$ cat src/rtl/ctl_pkg.sv
package ctl_pkg;

  localparam int NUM_STEPS = 5;
  localparam int STEP_W    = 3;

  typedef enum logic [STEP_W-1:0] {
    ST_FETCH  = 3'd1,
    ST_DECODE = 3'd2,
    ST_ALU    = 3'd3,
    ST_MEM    = 3'd4,
    ST_WB     = 3'd5
  } step_e;

  typedef enum logic [2:0] {
    OP_NONE, OP_LOAD, OP_STORE, OP_ADD, OP_ADDI, OP_BEQ, OP_CALLR
  } op_e;

  typedef enum logic [1:0] {
    PC_INC    = 2'd0,
    PC_BRANCH = 2'd1,
    PC_REG    = 2'd2
  } pc_sel_e;

  typedef enum logic [1:0] {
    Y_ALU = 2'd0,
    Y_MEM = 2'd1,
    Y_RET = 2'd2
  } y_sel_e;

  typedef enum logic [1:0] {
    ALU_ADD = 2'd0,
    ALU_SUB = 2'd1
  } alu_fn_e;

  // strobes toward the datapath
  typedef struct packed {
    logic    pcWe;
    pc_sel_e pcSel;
    logic    irWe;
    logic    rfWe;
    logic    linkSel;
    logic    memRd;
    logic    memWr;
    logic    addrSel;
    logic    bSel;
    alu_fn_e aluFn;
    y_sel_e  ySel;
  } ctl_word_t;

  // strobes toward the step sequencer
  typedef struct packed {
    logic advance;
  } seq_strobe_t;

endpackage

$ cat src/rtl/op_decode.sv
module op_decode
  import ctl_pkg::*;
#(
  parameter int              OPC_W     = 6,
  parameter logic [OPC_W-1:0] OPC_LOAD  = 6'h01,
  parameter logic [OPC_W-1:0] OPC_STORE = 6'h02,
  parameter logic [OPC_W-1:0] OPC_ADD   = 6'h03,
  parameter logic [OPC_W-1:0] OPC_ADDI  = 6'h04,
  parameter logic [OPC_W-1:0] OPC_BEQ   = 6'h05,
  parameter logic [OPC_W-1:0] OPC_CALLR = 6'h06
) (
  input  logic [OPC_W-1:0] opcode,
  output op_e              op
);

  always_comb begin
    if (opcode == OPC_LOAD)       op = OP_LOAD;
    else if (opcode == OPC_STORE) op = OP_STORE;
    else if (opcode == OPC_ADD)   op = OP_ADD;
    else if (opcode == OPC_ADDI)  op = OP_ADDI;
    else if (opcode == OPC_BEQ)   op = OP_BEQ;
    else if (opcode == OPC_CALLR) op = OP_CALLR;
    else                          op = OP_NONE;
  end

endmodule

$ cat src/rtl/step_seq.sv
module step_seq
  import ctl_pkg::*;
#(
  parameter bit ONE_HOT_STEP = 1'b0
) (
  input  logic        clk,
  input  logic        rstN,
  input  seq_strobe_t strobe,
  output step_e       step
);

  generate
    if (ONE_HOT_STEP) begin : g_ring
      logic [NUM_STEPS-1:0] ringQ;

      always_ff @(posedge clk) begin
        if (!rstN)               ringQ <= NUM_STEPS'(1);
        else if (strobe.advance) ringQ <= {ringQ[NUM_STEPS-2:0], ringQ[NUM_STEPS-1]};
      end

      always_comb begin
        step = ST_FETCH;
        for (int i = 0; i < NUM_STEPS; i++) begin
          if (ringQ[i]) step = step_e'(STEP_W'(i + 1));
        end
      end
    end else begin : g_bin
      step_e stepQ;

      always_ff @(posedge clk) begin
        if (!rstN) begin
          stepQ <= ST_FETCH;
        end else if (strobe.advance) begin
          if (stepQ == ST_WB) stepQ <= ST_FETCH;
          else                stepQ <= step_e'(stepQ + STEP_W'(1));
        end
      end

      assign step = stepQ;
    end
  endgenerate

endmodule

$ cat src/rtl/strobe_gen.sv
module strobe_gen
  import ctl_pkg::*;
(
  input  step_e       step,
  input  op_e         op,
  input  logic        aluEq,
  input  logic        mfc,
  output ctl_word_t   cw,
  output seq_strobe_t seq
);

  always_comb begin
    cw          = '0;
    seq.advance = 1'b1;
    case (step)
      ST_FETCH: begin
        cw.memRd   = 1'b1;
        cw.addrSel = 1'b0;
        if (mfc) begin
          cw.irWe  = 1'b1;
          cw.pcWe  = 1'b1;
          cw.pcSel = PC_INC;
        end else begin
          seq.advance = 1'b0;
        end
      end
      ST_DECODE: begin
        // operands latch into always-enabled inter-step registers
      end
      ST_ALU: begin
        case (op)
          OP_LOAD, OP_STORE, OP_ADDI: begin
            cw.bSel  = 1'b1;
            cw.aluFn = ALU_ADD;
          end
          OP_ADD: cw.aluFn = ALU_ADD;
          OP_BEQ: begin
            cw.aluFn = ALU_SUB;
            if (aluEq) begin
              cw.pcWe  = 1'b1;
              cw.pcSel = PC_BRANCH;
            end
          end
          OP_CALLR: begin
            cw.pcWe  = 1'b1;
            cw.pcSel = PC_REG;
          end
          default: ;
        endcase
      end
      ST_MEM: begin
        case (op)
          OP_LOAD: begin
            cw.memRd    = 1'b1;
            cw.addrSel  = 1'b1;
            cw.ySel     = Y_MEM;
            seq.advance = mfc;
          end
          OP_STORE: begin
            cw.memWr    = 1'b1;
            cw.addrSel  = 1'b1;
            seq.advance = mfc;
          end
          OP_CALLR: cw.ySel = Y_RET;
          default:  cw.ySel = Y_ALU;
        endcase
      end
      ST_WB: begin
        case (op)
          OP_LOAD, OP_ADD, OP_ADDI: cw.rfWe = 1'b1;
          OP_CALLR: begin
            cw.rfWe    = 1'b1;
            cw.linkSel = 1'b1;
          end
          default: ;
        endcase
      end
      default: ;
    endcase
  end

endmodule

$ cat src/rtl/hw_step_ctrl.sv
module hw_step_ctrl
  import ctl_pkg::*;
#(
  parameter int               OPC_W        = 6,
  parameter logic [OPC_W-1:0] OPC_LOAD     = 6'h01,
  parameter logic [OPC_W-1:0] OPC_STORE    = 6'h02,
  parameter logic [OPC_W-1:0] OPC_ADD      = 6'h03,
  parameter logic [OPC_W-1:0] OPC_ADDI     = 6'h04,
  parameter logic [OPC_W-1:0] OPC_BEQ      = 6'h05,
  parameter logic [OPC_W-1:0] OPC_CALLR    = 6'h06,
  parameter bit               ONE_HOT_STEP = 1'b0
) (
  input  logic             clk,
  input  logic             rstN,
  input  logic [OPC_W-1:0] opcode,
  input  logic             aluEq,
  input  logic             mfc,
  output logic [2:0]       step,
  output logic             pcWe,
  output logic [1:0]       pcSel,
  output logic             irWe,
  output logic             rfWe,
  output logic             linkSel,
  output logic             memRd,
  output logic             memWr,
  output logic             addrSel,
  output logic             bSel,
  output logic [1:0]       aluFn,
  output logic [1:0]       ySel
);

  step_e       stepNow;
  op_e         opNow;
  ctl_word_t   cw;
  seq_strobe_t seqStb;

  op_decode #(
    .OPC_W(OPC_W), .OPC_LOAD(OPC_LOAD), .OPC_STORE(OPC_STORE),
    .OPC_ADD(OPC_ADD), .OPC_ADDI(OPC_ADDI), .OPC_BEQ(OPC_BEQ),
    .OPC_CALLR(OPC_CALLR)
  ) u_dec (
    .opcode(opcode),
    .op    (opNow)
  );

  step_seq #(.ONE_HOT_STEP(ONE_HOT_STEP)) u_seq (
    .clk   (clk),
    .rstN  (rstN),
    .strobe(seqStb),
    .step  (stepNow)
  );

  strobe_gen u_gen (
    .step (stepNow),
    .op   (opNow),
    .aluEq(aluEq),
    .mfc  (mfc),
    .cw   (cw),
    .seq  (seqStb)
  );

  assign step    = stepNow;
  assign pcWe    = cw.pcWe;
  assign pcSel   = cw.pcSel;
  assign irWe    = cw.irWe;
  assign rfWe    = cw.rfWe;
  assign linkSel = cw.linkSel;
  assign memRd   = cw.memRd;
  assign memWr   = cw.memWr;
  assign addrSel = cw.addrSel;
  assign bSel    = cw.bSel;
  assign aluFn   = cw.aluFn;
  assign ySel    = cw.ySel;

endmodule

$ cat config.mk
export PLATFORM = sky130hd
export DESIGN_NAME = hw_step_ctrl
export DESIGN_NICKNAME = d
export VERILOG_FILES = /design/src/rtl/ctl_pkg.sv /design/src/rtl/op_decode.sv /design/src/rtl/step_seq.sv /design/src/rtl/strobe_gen.sv /design/src/rtl/hw_step_ctrl.sv
export SDC_FILE = /design/constraint.sdc
export NUM_CORES = 1
export LEC_CHECK = 0
export ABC_AREA = 1
export BUFFER_PORTS_ARGS = -buffer_cell sky130_fd_sc_hd__buf_4
export CORE_AREA = 2 2 39 41
export CTS_CLUSTER_SIZE = 20
export DETAILED_ROUTE_END_ITERATION = 12
export DIE_AREA = 0 0 41 43
export GPL_ROUTABILITY_DRIVEN = 0
export SLEW_MARGIN = 20
export SYNTH_ARGS = -nofsm -noshare
export SYNTH_HDL_FRONTEND = slang
export SYNTH_SLANG_ARGS = --single-unit
$ cat constraint.sdc
create_clock -name clk -period 1.8 [get_ports clk]
set_clock_uncertainty 0.15 [all_clocks]
set_input_delay 0.18 -clock clk [delete_from_list [all_inputs] [get_ports clk]]
set_output_delay 0.18 -clock clk [all_outputs]
set_load 0.05 [all_outputs]
==> results by group, run 1 <==
STA
  • TNS Setup: 0 ps
  • Fmax: a little under 0.6 GHz
  • Slew Limit Fails: 0
  • Final Hold Fails: 0
  • Minimum clock period: around 1700 ps
  • Final hold slack: between 100 and 150 ps
  • Final setup vio count: 0
  • RSZ-0062 raised after global routing: no
  • Fin crit share: 94.8%

Yosys
  • Yosys synthesis warning count: 0
  • #FFs+latches synth: 3
  • Post-synth EDFFs: 0
  • Post-synthesis sequential area ratio: 16.5%
  • Syn avg cell area: 5.60 sq um
  • Mapped cell area: approximately 360 sq um
  • Ys async rst share: 0%
  • Syn nets: 76
  • Cells after Synth: 65
  • Synth cell types: 18
  • Prevailing post-synth register cell: dfxtp_1

Setup path
  • CP max FO: 5
  • CP Capture Type: output pin
  • Critical Path AT: between 1000 and 1500 ps
  • Crit path launch type: flop
  • Crit path required time: 1470 ps
  • Critical path class: reg2out

Detailed routing
  • Drt via density: 4.21
  • 1st-pass router iterations: 2
  • Routed via count: roughly 470
  • Routed WL: roughly 1.0 mm
  • Drt drc: 0
  • Antenna-violating nets left: 0
  • Routed length per instance: 9.27 microns
  • DRT iter0 DRCs: 5

Die
  • Die area: around 1800 sq um
  • Die X: 41 microns
  • I/O pin cnt: 27
  • Num rows: 14
  • Core area: roughly 1400 sq um
  • Starting density of the core: 26.3%
  • Die Y: 43 microns

Place
  • Detailed Place HPWL: about 840 microns
  • # port buffers: 25

Run
  • Max-cap violations: 0

Final layout
  • Max reg flops: 3
  • Sequential Area: 68.8 sq um
  • Most common cell after layout, fill and taps aside: buf_4
  • N_diodes: 0
  • Fillers: roughly 150
  • Most frequent cells in the layout: buf_4 (25), inv_1 (14), nand2_1 (13)
  • Final nets: roughly 110
  • P&R area growth vs syn: 81.4%
  • Share of cells above drive strength 1: 53.1%
  • Multi-input combinational cell area: between 200 and 300 sq um

Clock network
  • Clock latency on the worst-skew pair: 230 ps
  • Clk root buf: clkbuf_4
  • H-Tree Level Count: 1
  • Clock sinks: 3
  • CTS tree: yes
  • Reg clk slew, reported paths: 30 ps
  • Clock Path Buffers: 2
  • Num CTS Buffers: 3

Global routing
  • GR Overflow Total: 0
  • Vias in the first global route: 426
  • Initial antenna violation count: 0
  • First-pass GRT wire length: 1.57 mm
  • Tot GR Track Use: a little over an eighth
  • Largest net degree at the start of global routing: 9

Power
  • Power per cell area: ~920 nW/um^2
  • Peak supply drop: approximately 0.0006 V
  • Static Leakage: 0.000392 uW

Status
  • Status: finished clean

Worst hold path
  • Worst hold path type: in2reg
-- worst max-delay path: stages (launching register included) --
cell and delay (ps):
dfxtp_4 370, nand2_2 60, inv_2 60, ha_4 120
inv_2 50, nor4_4 130, nand2_1 100, nand3b_1 110
buf_6 160
-- Yosys cell counts (2+ instances only) --
library cell | instances | area share (%)
nand3_1 | 4 | 5.5
a21oi_1 | 2 | 2.7
nor2_2 | 4 | 6.9
nand2_1 | 14 | 14
nor2_1 | 7 | 7.2
inv_1 | 17 | 18
dfxtp_1 | 3 | 16
nand2_2 | 4 | 6.9
-- cells by family after synthesis --
logic type / Yosys count / synth area share (%)
and+or+nand+nor: 37 / 50.9
other: 1 / 1.03
DFF: 3 / 16.5
AOI/OAI and AO/OA: 5 / 8.59
adders and majority gates: 1 / 3.44
buffers and inverters: 18 / 19.6
-- per-layer routing --
layer,vias up,wire length [microns],global-route usage [%]
met5,-,0,0
met4,0,0,8.00
met3,0,96,3.66
met2,19,538,22.2
met1,199,403,13.1
li1,253,-,-
-- what timing repair did --
| action | CTS | global route |
|---|---|---|
| hold buffers | 1 | 0 |
| setup endpoints to repair | 0 | 2 |
| gates resized for setup | 0 | 7 |
| endpoints found under the hold margin | 1 | 0 |
| buffers inserted | 0 | 2 |
-- power breakdown --
| group | internal, uW | total (uW) | switching, uW |
|---|---|---|---|
| clock | 82.9 | 116 | 32.9 |
| sequential | 87.6 | 110 | 22.1 |
| combinational | 129 | 380 | 251 |
-- stage by stage --
stage	instance area, sq um	utilization [%]	instances	setup WS [ps]	total power [uW]
after floorplan	387	-	65	-434	358
after global placement	587	42.4	105	283	452
after detailed placement	587	42.4	105	253	453
after CTS	623	45.0	110	0.421	579
after global routing	661	47.7	112	2.87	651
final	661	47.7	112	93.2	605
-- final timing paths --
kind                         to     startpoint  depth (start not counted)  slack [ps]
setup / recovery           pcWe  u_seq.step[0]                          8          90
hold / removal    u_seq.step[2]            mfc                          4         110
setup reg to reg  u_seq.step[0]  u_seq.step[1]                          8         580
hold reg to reg   u_seq.step[0]  u_seq.step[1]                          3         520
-- final cells by class --
class,instances,area share [%]
sequential,3,10.4
multi-input combinational,44,39.6
timing repair buffer,28,33.3
inverter,17,9.66
clock buffer,4,3.98
tap,16,3.03
No activity file was read; power rests on OpenSTA's default activity.
==> inputs of run 2 (changes only) <==
--- a/constraint.sdc
+++ b/constraint.sdc
@@ -4,2 +4,2 @@
 set_output_delay 0.18 -clock clk [all_outputs]
-set_load 0.05 [all_outputs]
+set_load 0.01 [all_outputs]
==> run 2 against run 1 <==
Flip-flop and latch count stayed put; maximum frequency is 0.79% higher; sequential power is 9% lower; non-clock buffer count stayed put; utilization is 1.2 points lower; via count is 0.21% higher; die area stayed put; final cell count stayed put; global-route usage is 0.23 points higher; final area is 2.5% lower; routed wire length is 5.0% lower; critical path depth stayed put; largest power group unchanged; highest routed layer unchanged.
==> results by group, run 2 (synthesis gave the netlist of run 1 again) <==
Final layout
  • Final non-filler cell total: 112
  • Multi-input combinational cell area: around 260 sq um
  • Share of cells above drive strength 1: 50.0%
  • Most common cell after layout, fill and taps aside: buf_4
  • Max reg flops: 3
  • N_diodes: 0
  • Most frequent cells in the layout: buf_4 (27), inv_1 (14), nand2_1 (13)
  • Final nets: 108
  • Design area: between 600 and 700 sq um
  • Fillers: around 150
  • P&R area growth vs syn: 77.0%
  • Sequential Area: 65.1 sq um

Setup path
  • Critical path class: reg2out
  • CP Capture Type: output pin
  • Crit path required time: ~1500 ps
  • Endpoint of the worst-slack reg-to-reg timing path: u_seq.step[0]
  • Reg2reg setup slack: roughly 450 ps
  • Crit path launch type: flop
  • Critical Path AT: about 1400 ps
  • R2R Path Start: u_seq.step[1]
  • Worst R2R Path Depth: 9
  • CP max FO: 4

STA
  • Minimum clock period: roughly 1700 ps
  • Slew Limit Fails: 0
  • Final setup vio count: 0
  • RSZ-0062 raised after global routing: yes
  • Fmax: 0.590 GHz
  • Final hold slack: slightly above 100 ps
  • Fin crit share: between 90% and 100%
  • Final Hold Fails: 0

Run
  • Max-cap violations: 0

Detailed routing
  • Met3 routed WL: 78 microns
  • Antenna-violating nets left: 0
  • Routed via count: approximately 470
  • Drt drc: 0
  • DRT iter0 DRCs: 5
  • Max Used Layer: met3
  • Drt via density: ~4.2
  • Routed length per instance: approximately 8.8 microns
  • Routed WL: about 1000 microns
  • 1st-pass router iterations: 2
  • Metal2 WL: 507 microns
  • Routed met1 length: approximately 400 microns

Clock network
  • Clock sinks: 3
  • Reg clk slew, reported paths: roughly 40 ps
  • CTS tree: yes
  • Clk root buf: clkbuf_4
  • Num CTS Buffers: 3
  • H-Tree Level Count: 1
  • Clock latency on the worst-skew pair: roughly 230 ps
  • Clock Path Buffers: 2

Place
  • Detailed Place HPWL: ~850 microns
  • Placed insts: approximately 110
  • # port buffers: 25
  • Dpl cell area: 572 sq um

Die
  • Starting density of the core: a little over a quarter
  • Core area: between 1000 and 1500 sq um
  • Die Y: about 43 microns
  • Die X: 41 microns
  • Num rows: 14
  • I/O pin cnt: 27
  • Die area: approximately 1800 sq um

Worst hold path
  • Hold Crit Endpoint: u_seq.step[2]
  • Hold Path Origin: mfc
  • Worst hold path type: in2reg
  • Hold Crit Depth: 4

Power
  • Clock power share: between 20% and 30%
  • Static Leakage: 0.000391 uW
  • Power per cell area: around 730 nW/um^2
  • Peak supply drop: approximately 0.00052 V
  • Sw frac: 39.1%
  • Reg power frac: 21.2%
  • Switching power total: ~180 uW
  • Logic gate share of total power: between 50% and 60%
  • Pint: roughly 290 uW
  • Tot Pwr: about 470 uW

Global routing
  • GR Overflow Total: 0
  • Largest net degree at the start of global routing: 8
  • Initial antenna violation count: 0
  • Vias in the first global route: 461
  • First-pass GRT wire length: between 1.5 and 2 mm
  • Tot GR Track Use: 13.4%

Status
  • Status: finished clean
[run 2: cell count changes in the layout (fill, tap and decap cells not counted)]
cell | previous run | this run
dfxtp_1 | 0 | 1
buf_6 | 2 | 0
dfxtp_4 | 2 | 1
nor2_2 | 6 | 4
buf_4 | 25 | 27
nor2_1 | 5 | 7
[run 2: worst max-delay path, stage by stage, from the launching register on]
cell      delay [ps]
dfxtp_4          350
nand2_2           50
inv_2             60
ha_4             120
inv_2             40
nor4_4           210
nand2_1          100
nand3b_1          90
buf_4            120
[run 2: worst max path at each step]
stage,start,endpoint,cells past startpoint
global route,u_seq.step[1],pcWe,8
detailed placement,u_seq.step[1],pcWe,8
finish,u_seq.step[1],pcWe,8
floorplan,u_seq.step[0],pcWe,7
CTS,u_seq.step[1],pcWe,8
global placement,u_seq.step[1],pcWe,8
[run 2: area by class of cell]
type / count / share of cell area, %
multi-input combinational: 44 / 39.8
timing repair buffer: 28 / 33.0
sequential: 3 / 10.1
inverter: 17 / 9.90
clock buffer: 4 / 4.08
tap: 16 / 3.11
[run 2: metrics by stage]
step	setup WS [ps]	setup TNS, ps	utilization, %
finish	107	0	46.6
global route	-20.3	-20.3	46.6
CTS	22.6	0	43.9
detailed placement	151	0	41.3
global placement	215	0	41.3
floorplan	25.8	0	-
[run 2: what timing repair did]
| item | in CTS | in global routing |
|---|---|---|
| hold buffers | 1 | 0 |
| endpoints found under the hold margin | 1 | 0 |
| setup endpoints to repair | 2 | 2 |
| pin swaps | 1 | 3 |
| resized for setup | 0 | 10 |
| setup buffers | 0 | 1 |
[run 2: power by group through the flow]
stage                     registers (uW)  clock network [uW]  logic [uW]
after floorplan                      109                   0         122
after global placement              96.0                   0         236
after detailed placement            96.9                   0         237
after CTS                           96.0                 123         240
after global routing                 104                 133         288
final                                100                 116         256
[run 2: metal layers]
| layer | GRT usage [%] | up-vias |
|---|---|---|
| met1 | 15.1 | 201 |
| li1 | - | 253 |
| met4 | 8.00 | 0 |
| met2 | 22.2 | 18 |
| met3 | 1.57 | 0 |
| met5 | 0 | - |
